`src/rtl/crc_pkg.sv`:
```
package crc_pkg;

  typedef enum logic [1:0] {
    ST_IDLE = 2'd0,
    ST_MSG  = 2'd1,
    ST_FCS  = 2'd2
  } crc_state_e;

endpackage

```
`src/rtl/crc_rst_sync.sv`:
```
module crc_rst_sync (
  input  logic clk,
  input  logic rst_n,
  output logic rst_sync_n
);

  logic meta_q;
  logic sync_q;

  always_ff @(posedge clk or negedge rst_n) begin
    if (!rst_n) begin
      meta_q <= 1'b0;
      sync_q <= 1'b0;
    end else begin
      meta_q <= 1'b1;
      sync_q <= meta_q;
    end
  end

  assign rst_sync_n = sync_q;

endmodule

```
`src/rtl/crc_div_step.sv`:
```
// One step of modulo-2 division: shift left, and XOR the generator
// taps in when the feedback bit is set and feedback is enabled.
module crc_div_step #(
  parameter int                CRC_W = 16,
  parameter logic [CRC_W-1:0]  POLY  = 16'h8005
) (
  input  logic [CRC_W-1:0] cur,
  input  logic             din,
  input  logic             fb_en,
  output logic [CRC_W-1:0] nxt
);

  logic fb;

  assign fb = fb_en & (cur[CRC_W-1] ^ din);

  generate
    for (genvar i = 0; i < CRC_W; i++) begin : g_tap
      if (i == 0) begin : g_lsb
        if (POLY[0]) begin : g_on
          assign nxt[0] = fb;
        end else begin : g_off
          assign nxt[0] = 1'b0;
        end
      end else begin : g_up
        if (POLY[i]) begin : g_on
          assign nxt[i] = cur[i-1] ^ fb;
        end else begin : g_off
          assign nxt[i] = cur[i-1];
        end
      end
    end
  endgenerate

endmodule

```
`src/rtl/crc_ctrl.sv`:
```
module crc_ctrl
  import crc_pkg::*;
#(
  parameter int CRC_W = 16
) (
  input  logic       clk,
  input  logic       rst_n,
  input  logic       mode_chk,
  input  logic       sop,
  input  logic       eom,
  input  logic       bit_vld,
  output crc_state_e state,
  output logic       shift_en,
  output logic       fb_en,
  output logic       chk_end,
  output logic       done_n
);

  localparam int CNT_W = (CRC_W > 1) ? $clog2(CRC_W) : 1;
  localparam logic [CNT_W-1:0] CNT_LAST = CNT_W'(CRC_W - 1);

  crc_state_e       state_q, state_d;
  logic [CNT_W-1:0] cnt_q, cnt_d;
  logic             mode_q;
  logic             mode_eff;
  logic             accept;
  logic             ending;
  logic             fcs_last;

  assign mode_eff = sop ? mode_chk : mode_q;
  assign accept   = bit_vld & (sop | (state_q == ST_MSG));
  assign ending   = accept & eom;
  assign fcs_last = (state_q == ST_FCS) & ~sop & (cnt_q == CNT_LAST);

  always_comb begin
    state_d = state_q;
    cnt_d   = cnt_q;
    if (sop) begin
      cnt_d   = '0;
      state_d = ST_MSG;
      if (ending) state_d = mode_chk ? ST_IDLE : ST_FCS;
    end else begin
      case (state_q)
        ST_MSG: begin
          if (ending) begin
            state_d = mode_q ? ST_IDLE : ST_FCS;
            cnt_d   = '0;
          end
        end
        ST_FCS: begin
          if (cnt_q == CNT_LAST) state_d = ST_IDLE;
          else                   cnt_d   = cnt_q + 1'b1;
        end
        default: state_d = ST_IDLE;
      endcase
    end
  end

  always_ff @(posedge clk or negedge rst_n) begin
    if (!rst_n) begin
      state_q <= ST_IDLE;
      cnt_q   <= '0;
      mode_q  <= 1'b0;
    end else begin
      state_q <= state_d;
      cnt_q   <= cnt_d;
      if (sop) mode_q <= mode_chk;
    end
  end

  assign state    = state_q;
  assign fb_en    = accept;
  assign shift_en = accept | ((state_q == ST_FCS) & ~sop);
  assign chk_end  = ending & mode_eff;
  assign done_n   = chk_end | fcs_last;

endmodule

```
`src/rtl/crc_serial_engine.sv`:
```
module crc_serial_engine
  import crc_pkg::*;
#(
  parameter int               CRC_W = 16,
  parameter logic [CRC_W-1:0] POLY  = 16'h8005
) (
  input  logic             clk,
  input  logic             rst_n,
  input  logic             mode_chk,
  input  logic             sop,
  input  logic             eom,
  input  logic             bit_vld,
  input  logic             bit_dat,
  output logic             fcs_bit,
  output logic             fcs_vld,
  output logic [CRC_W-1:0] rem,
  output logic             crc_err,
  output logic             done
);

  logic             rst_int_n;
  crc_state_e       state_s;
  logic             shift_en;
  logic             fb_en;
  logic             chk_end;
  logic             done_n;
  logic [CRC_W-1:0] crc_q, crc_d;
  logic [CRC_W-1:0] base;
  logic [CRC_W-1:0] step_out;
  logic             err_q, err_d;
  logic             done_q;

  crc_rst_sync u_rst (
    .clk        (clk),
    .rst_n      (rst_n),
    .rst_sync_n (rst_int_n)
  );

  crc_ctrl #(.CRC_W(CRC_W)) u_ctrl (
    .clk      (clk),
    .rst_n    (rst_int_n),
    .mode_chk (mode_chk),
    .sop      (sop),
    .eom      (eom),
    .bit_vld  (bit_vld),
    .state    (state_s),
    .shift_en (shift_en),
    .fb_en    (fb_en),
    .chk_end  (chk_end),
    .done_n   (done_n)
  );

  assign base = sop ? '0 : crc_q;

  crc_div_step #(.CRC_W(CRC_W), .POLY(POLY)) u_step (
    .cur   (base),
    .din   (bit_dat),
    .fb_en (fb_en),
    .nxt   (step_out)
  );

  always_comb begin
    crc_d = base;
    if (shift_en) crc_d = step_out;
  end

  always_comb begin
    err_d = err_q;
    if (sop)     err_d = 1'b0;
    if (chk_end) err_d = |step_out;
  end

  always_ff @(posedge clk or negedge rst_int_n) begin
    if (!rst_int_n) begin
      crc_q  <= '0;
      err_q  <= 1'b0;
      done_q <= 1'b0;
    end else begin
      crc_q  <= crc_d;
      err_q  <= err_d;
      done_q <= done_n;
    end
  end

  assign fcs_vld = (state_s == ST_FCS);
  assign fcs_bit = fcs_vld & crc_q[CRC_W-1];
  assign rem     = crc_q;
  assign crc_err = err_q;
  assign done    = done_q;

endmodule

```
`config.mk`:
```
export PLATFORM = sky130hd
export DESIGN_NAME = crc_serial_engine
export DESIGN_NICKNAME = d
export VERILOG_FILES = /design/src/rtl/crc_pkg.sv /design/src/rtl/crc_rst_sync.sv /design/src/rtl/crc_div_step.sv /design/src/rtl/crc_ctrl.sv /design/src/rtl/crc_serial_engine.sv
export SDC_FILE = /design/constraint.sdc
export NUM_CORES = 1
export LEC_CHECK = 0
export ABC_CLOCK_PERIOD_IN_PS = 900
export BUFFER_PORTS_ARGS = -buffer_cell sky130_fd_sc_hd__buf_2
export CELL_PAD_IN_SITES_DETAIL_PLACEMENT = 1
export CELL_PAD_IN_SITES_GLOBAL_PLACEMENT = 2
export CORE_MARGIN = 1.5
export CORE_UTILIZATION = 33
export CTS_CLUSTER_SIZE = 20
export DETAILED_ROUTE_END_ITERATION = 12
export PLACE_DENSITY = 0.82
export SLEW_MARGIN = 25
export SYNTH_ARGS = -nofsm -noshare
export SYNTH_HDL_FRONTEND = slang
export SYNTH_SLANG_ARGS = --single-unit
```
`constraint.sdc`:
```
create_clock -name clk -period 0.9 [get_ports clk]
set_input_delay 0.045 -clock clk [delete_from_list [all_inputs] [get_ports clk]]
set_output_delay 0.045 -clock clk [all_outputs]
set_load 0.02 [all_outputs]
```
==> impl_results.md, run 1 <==
- Syn Area/Cell: 9.80 µm²
- YS warnings: 0
- Area grow syn2layout: 88.1%
- HP Class: input port to asynchronous set/reset pin
- IO buf count: 26
- Final #Nets: 237
- Clock buffer depth: 2
- First-pass GRT wire length: 8.67 mm
- CTS sink count: 27
- Achievable frequency: 0.602 GHz
- Pin count of the biggest net entering global routing: 17
- Crit share post-route: 1.85
- Final Hold Viols: 0
- HPWL after DPL: 3.34 mm
- Critical path, cell by cell: nor4_1, a41oi_1, a311oi_2, o211ai_2
- FP Rows: 23
- Max-cap violations: 0
- Slowest Stage Delay on Critical Path: 450 ps
- Slowest cell on the critical path: nor4_1
- Share of the yosys chip area belonging to registers: 0.482
- Clock period minus final worst setup slack: 1660 ps
- Setup violators final: 42
- Worst-path fanout max: 2
- CORE AREA: 4030 µm²
- DIE AREA: 4650 µm²
- IO Pins: 27
- Failing checks: negative setup slack
- Status: finished with violations
- Final Skew: 2.18 ps
- Share of cells above drive strength 1: 0.683
- Leakage power: 1.13 nW
- Setup TNS: -17030 ps
- Htree depth: 1
- Vias in the first global route: 1598
- Total CTS buffers: 3
- CTS tree: yes
- Crit Path Category: flip-flop to flip-flop
- Remaining DRCs: 0
- Synth Net Count: 152
- Final GP Congestion: 0.848
- Syn Inst Count: 143
- CP arrival: 1830 ps
- Routed vias/inst: 5.45
- Die height: 68.2 µm
- Gr usage total: 0.259
- Initial antenna violation count: 0
- Detailed Route Iter0 Violations: 106
- Yosys cell types: 40
- WP data required: 1070 ps
- Post-Route WL: 6.29 mm
- CTS clk-pin slew, worst paths: 110 ps
- Total number of vias: 1510
- Worst Setup End Kind: flip-flop
- Worst-Skew Late Latency: 280 ps
- Routed Antenna Nets: 0
- Ant diodes: 0
- Final Core Density: 0.654
- FF+latch count, synth: 27
- Placement Setup Slack: -649 ps
- Pwr/cell area: 1110 nW/µm²
- Synthesized area: 1400 µm²
- DR WL/cell: 22.7 µm
- Peak supply drop: 654 µV
- RSZ-0062 raised after global routing: true
- Setup crit start kind: flip-flop
- Remaining global-route overflow: 0
- Fill cell count: 421
- Die W: 68.2 µm
- Clk Tree Root Cell: clkbuf_8
- Final Max Slew Viols: 0
- Drt first pass iters: 4
- Initial Util: 0.348
- Final Worst Setup Slack: -762 ps
==> cell type report <==
class | count | area [µm²] | share of cell area
well taps | 50 | 62.6 | 0.0237
inverters | 2 | 7.51 | 0.00285
multi-input cells | 104 | 945 | 0.358
flip-flops and latches | 27 | 678 | 0.257
clock buffers | 3 | 41.3 | 0.0157
clock inverters | 1 | 7.51 | 0.00285
repair buffers | 90 | 895 | 0.339
==> registers in the layout, summed over array words and instances, names as in the netlist <==
register	cells
rem	16
u_rst.rst_sync_n	1
done	1
u_rst.meta_q	1
u_ctrl.cnt_q	4
crc_err	1
u_ctrl.state	2
u_ctrl.mode_q	1
==> logic make-up (layout without fill, tap and decap cells) <==
kind of cell	Yosys count	after routing	synth area share
AND/OR/NAND/NOR	51	51	0.200
AO/OA/AOI/OAI	49	49	0.238
flip-flops	27	27	0.482
buffers and inverters	12	96	0.0491
adder cells (fa/ha/maj)	2	2	0.0179
other	1	1	0.00268
multiplexers	1	1	0.0107
==> worst paths after layout <==
| path | from | slack, ps | cells after the start | endpoint |
|---|---|---|---|---|
| max | rem[11] | -760 | 4 | crc_err |
| min | rst_n | 50 | 2 | u_rst.meta_q |
| max reg2reg | rem[11] | -760 | 4 | crc_err |
| min reg2reg | u_rst.rst_sync_n | 180 | 1 | u_ctrl.cnt_q[2] |
| max in group asynchronous | u_rst.rst_sync_n | 490 | 1 | rem[12] |
| min in group clk | eom | 60 | 3 | u_ctrl.state[1] |
==> worst max-delay path: cells and delay by family, from the launching register on <==
family	cells	cell delay (ps)
AND/OR/NAND/NOR	1	450
AO/OA/AOI/OAI	3	670
flip-flops	1	430
==> cells in the mapped netlist (all sizes together) <==
library cell / instances / area share
nand2b: 5 / 0.022
clkbuf: 2 / 0.0054
ha: 2 / 0.018
nand3: 16 / 0.057
a221oi: 1 / 0.019
nor2b: 1 / 0.0045
dfrtp: 27 / 0.48
a311oi: 1 / 0.0063
o21a: 1 / 0.0063
mux2: 1 / 0.011
and2b: 3 / 0.020
a21o: 1 / 0.0054
conb: 1 / 0.0027
nor4: 2 / 0.0089
o21ai: 24 / 0.088
a21oi: 14 / 0.050
inv: 2 / 0.0054
nand3b: 1 / 0.0054
a2111o: 1 / 0.0080
a22o: 1 / 0.0063
nand2: 10 / 0.027
nor2: 6 / 0.016
nand4bb: 1 / 0.0080
or2: 1 / 0.0045
buf: 8 / 0.038
and2: 2 / 0.011
or3b: 1 / 0.0063
o311ai: 2 / 0.018
nor3: 1 / 0.0036
o211ai: 2 / 0.024
a41oi: 1 / 0.0063
nand4b: 1 / 0.0063
==> report_power, final <==
| group | switching (mW) | internal (mW) |
|---|---|---|
| combinational | 0.435 | 0.422 |
| sequential | 0.0545 | 1.26 |
| clock | 0.448 | 0.315 |
==> cells in the final DEF (no fill, tap or decap), types with 2 or more instances in the layout <==
cell      count
buf_6        45
buf_4        32
dfrtp_1      25
o21ai_2      15
nand3_1      11
a21oi_2       7
a21oi_1       7
buf_2         7
o21ai_4       5
nor2_1        5
nand2_1       4
nand2_2       4
nand3_2       4
nand2b_1      3
o21ai_1       3
clkbuf_8      3
buf_12        3
and2b_4       2
nand2b_4      2
nand2_4       2
and2_4        2
nor4_1        2
ha_4          2
dfrtp_2       2
==> stage by stage <==
stage | hold slack [ps] | power [mW] | area, µm² | instances
after floorplan | -251 | 1.65 | 1510 | 143
after global placement | -171 | 1.88 | 1970 | 252
after detailed placement | -169 | 1.90 | 1970 | 252
after CTS | 39.3 | 2.81 | 2470 | 267
after global routing | 56.5 | 3.04 | 2640 | 277
final | 50.4 | 2.94 | 2640 | 277
==> routing by layer <==
metal,share of wire,track usage
met1,0.43,0.336
met4,0.017,0.0750
met2,0.53,0.451
met3,0.024,0.0280
met5,0,0
==> repair_timing <==
action,in CTS,in global routing
hold endpoints to repair,2,0
cloned,1,0
resized for setup,95,29
setup buffers,13,18
hold buffers,1,0
pin swaps,20,9
setup endpoints to repair,43,43
Power figures use the tool's default switching activity.
==> run 2: changes to the inputs <==
--- a/config.mk
+++ b/config.mk
@@ -14,6 +14,7 @@
 export CTS_CLUSTER_SIZE = 20
 export DETAILED_ROUTE_END_ITERATION = 12
 export PLACE_DENSITY = 0.82
+export RECOVER_POWER = 50
 export SLEW_MARGIN = 25
 export SYNTH_ARGS = -nofsm -noshare
 export SYNTH_HDL_FRONTEND = slang
==> constraint.sdc (replaced) <==
create_clock -name clk -period 0.9 [get_ports clk]
set_input_delay 0.09 -clock clk [delete_from_list [all_inputs] [get_ports clk]]
set_output_delay 0.09 -clock clk [all_outputs]
set_load 0.02 [all_outputs]
==> run 2 against run 1 <==
Effect of this change:
- the flow still finishes with violations (negative setup slack)
- maximum frequency is 3.3% higher
- sequential share of layout area hardly changed
- global-route usage is 0.17 points lower
- core utilization up 0.093 points
- combinational power shrank 1%
- worst setup slack gained 53 ps
- clock-buffer cell count did not move
- critical path depth grew 3
- critical endpoint unchanged
- largest cell class unchanged
==> impl_results.md, run 2 (synthesis gave the netlist of run 1 again) <==
- Status: finished with violations
- Failing checks: negative setup slack
- Pin count of the biggest net entering global routing: 17 (unchanged)
- FP Rows: 23 (unchanged)
- Routed Antenna Nets: 0 (unchanged)
- Final Skew: 3.63 ps (+1.45 ps)
- Area grow syn2layout: 88.4%
- HPWL after DPL: 3.34 mm (unchanged)
- Clock buffer depth: 2 (unchanged)
- Die height: 68.2 µm (unchanged)
- Detailed Route Iter0 Violations: 84 (-21%)
- Placed cell count: 252 (unchanged)
- Layout Cells excl Fill: 273 (-1.4%)
- RSZ-0062 raised after global routing: true
- First-pass GRT wire length: 8.69 mm (+0.24%)
- CTS clk-pin slew, worst paths: 110 ps (about the same)
- Setup TNS: -16770 ps (+257 ps)
- Crit Path Category: flip-flop to flip-flop
- Die W: 68.2 µm (unchanged)
- Htree depth: 1 (unchanged)
- Post-Route WL: 6.11 mm (-2.9%)
- CTS sink count: 27 (unchanged)
- Max FFs per register: 16 (unchanged)
- DIE AREA: 4650 µm² (unchanged)
- CORE AREA: 4030 µm² (unchanged)
- WP data required: 1110 ps (+40 ps)
- Peak supply drop: 832 µV (+27%)
- Commonest non-fill, non-tap cell in the layout: buf_6
- Max-cap violations: 0 (unchanged)
- Drt first pass iters: 4 (unchanged)
- Gr usage total: 0.257 (-0.00174)
- Setup crit start kind: flip-flop
- Worst Setup End Kind: flip-flop
- HP Class: input port to flip-flop
- IO buf count: 26 (unchanged)
- Total CTS buffers: 3 (unchanged)
- Total number of vias: 1463 (-3.1%)
- Final GP Congestion: 0.848 (unchanged)
- Least-Margin Pin Slew: 505 ps
- Final Hold Viols: 0 (unchanged)
- Setup violators final: 43 (+2.4%)
- Routed vias/inst: 5.36 (-1.7%)
- Ant diodes: 0 (unchanged)
- IO Pins: 27 (unchanged)
- Design Power: 2.92 mW (-0.57%)
- Share of cells above drive strength 1: 0.700 (+0.0167)
- Final Worst Setup Slack: -708 ps (+53.3 ps)
- Remaining global-route overflow: 0 (unchanged)
- Initial antenna violation count: 0 (unchanged)
- DR WL/cell: 22.4 µm (-1.5%)
- Clock period minus final worst setup slack: 1610 ps (-53.3 ps)
- Final Max Slew Viols: 0 (unchanged)
- Remaining DRCs: 0 (unchanged)
- Leakage power: 1.12 nW (-1.1%)
- Vias in the first global route: 1605 (+0.44%)
- Clk Tree Root Cell: clkbuf_8
- Most frequent cells in the layout: buf_6, buf_4, dfrtp_1
- Crit share post-route: 1.79 (-0.0593)
- CTS tree: yes
- CP arrival: 1820 ps (about the same)
- Worst-Skew Late Latency: 280 ps (about the same)
- Achievable frequency: 0.622 GHz (+3.3%)
- Pwr/cell area: 1110 nW/µm² (-0.71%)
- Worst-path fanout max: 5 (+3)
- Relative slew slack: 0.663
- Initial Util: 0.348 (unchanged)
- Final #Nets: 233 (-1.7%)
==> run 2: metal layers <==
metal / global-route usage / up-vias / wire [µm]
met3: 0.0411 / 6 / 129
met2: 0.433 / 24 / 3190
met1: 0.333 / 757 / 2690
met5: 0 / - / 0
li1: - / 676 / -
met4: 0.0875 / 0 / 92
==> run 2: layout make-up <==
cell class	count	area (µm²)
clock buffer	3	41.3
multi-input combinational	104	978
clock inverter	1	7.51
timing repair buffer	86	865
sequential	27	678
tap	50	62.6
fill	422	1390
inverter	2	7.51
==> run 2: worst paths after layout <==
kind	from	endpoint	slack [ps]	cells after the start
worst max-delay path	u_ctrl.state[1]	crc_err	-710	7
worst min-delay path	eom	u_ctrl.state[1]	90	3
worst max register to register	u_ctrl.state[1]	crc_err	-710	7
worst min register to register	u_rst.rst_sync_n	rem[13]	300	1
max in group asynchronous	u_rst.rst_sync_n	u_ctrl.state[0]	240	1
min in group asynchronous	rst_n	u_rst.rst_sync_n	100	2
==> run 2: worst max-delay path, stage by stage, from the launching register on <==
cell and delay [ps]:
dfrtp_1 430, nand2b_4 160, o311ai_4 340, nand2_2 150, ha_4 180, inv_2 50
a311oi_2 40, o211ai_2 180
==> run 2: through the flow <==
stage	setup WS (ps)	hold WS [ps]	instance area (µm²)	util
6_report	-708	86.5	2640	0.655
5_1_grt	-775	93.1	2640	0.655
4_1_cts	-601	84.5	2460	0.611
3_5_place_dp	-649	-124	1970	0.490
3_3_place_gp	-516	-126	1970	0.490
2_1_floorplan	-548	-206	1510	-
==> run 2: timing repair <==
| item | 4_1_cts | 5_1_grt |
|---|---|---|
| setup endpoints to repair | 43 | 44 |
| gates resized for setup | 93 | 43 |
| hold endpoints to repair | 2 | 0 |
| setup buffers | 11 | 14 |
| cloned | 1 | 0 |
| hold buffers | 1 | 0 |
| pin swaps | 19 | 15 |
==> run 2: where the power goes <==
part	switching (mW)	internal, mW	leakage (nW)	total (mW)
clock network	0.444	0.316	0.0217	0.760
logic	0.441	0.406	0.736	0.847
registers	0.0524	1.26	0.360	1.31
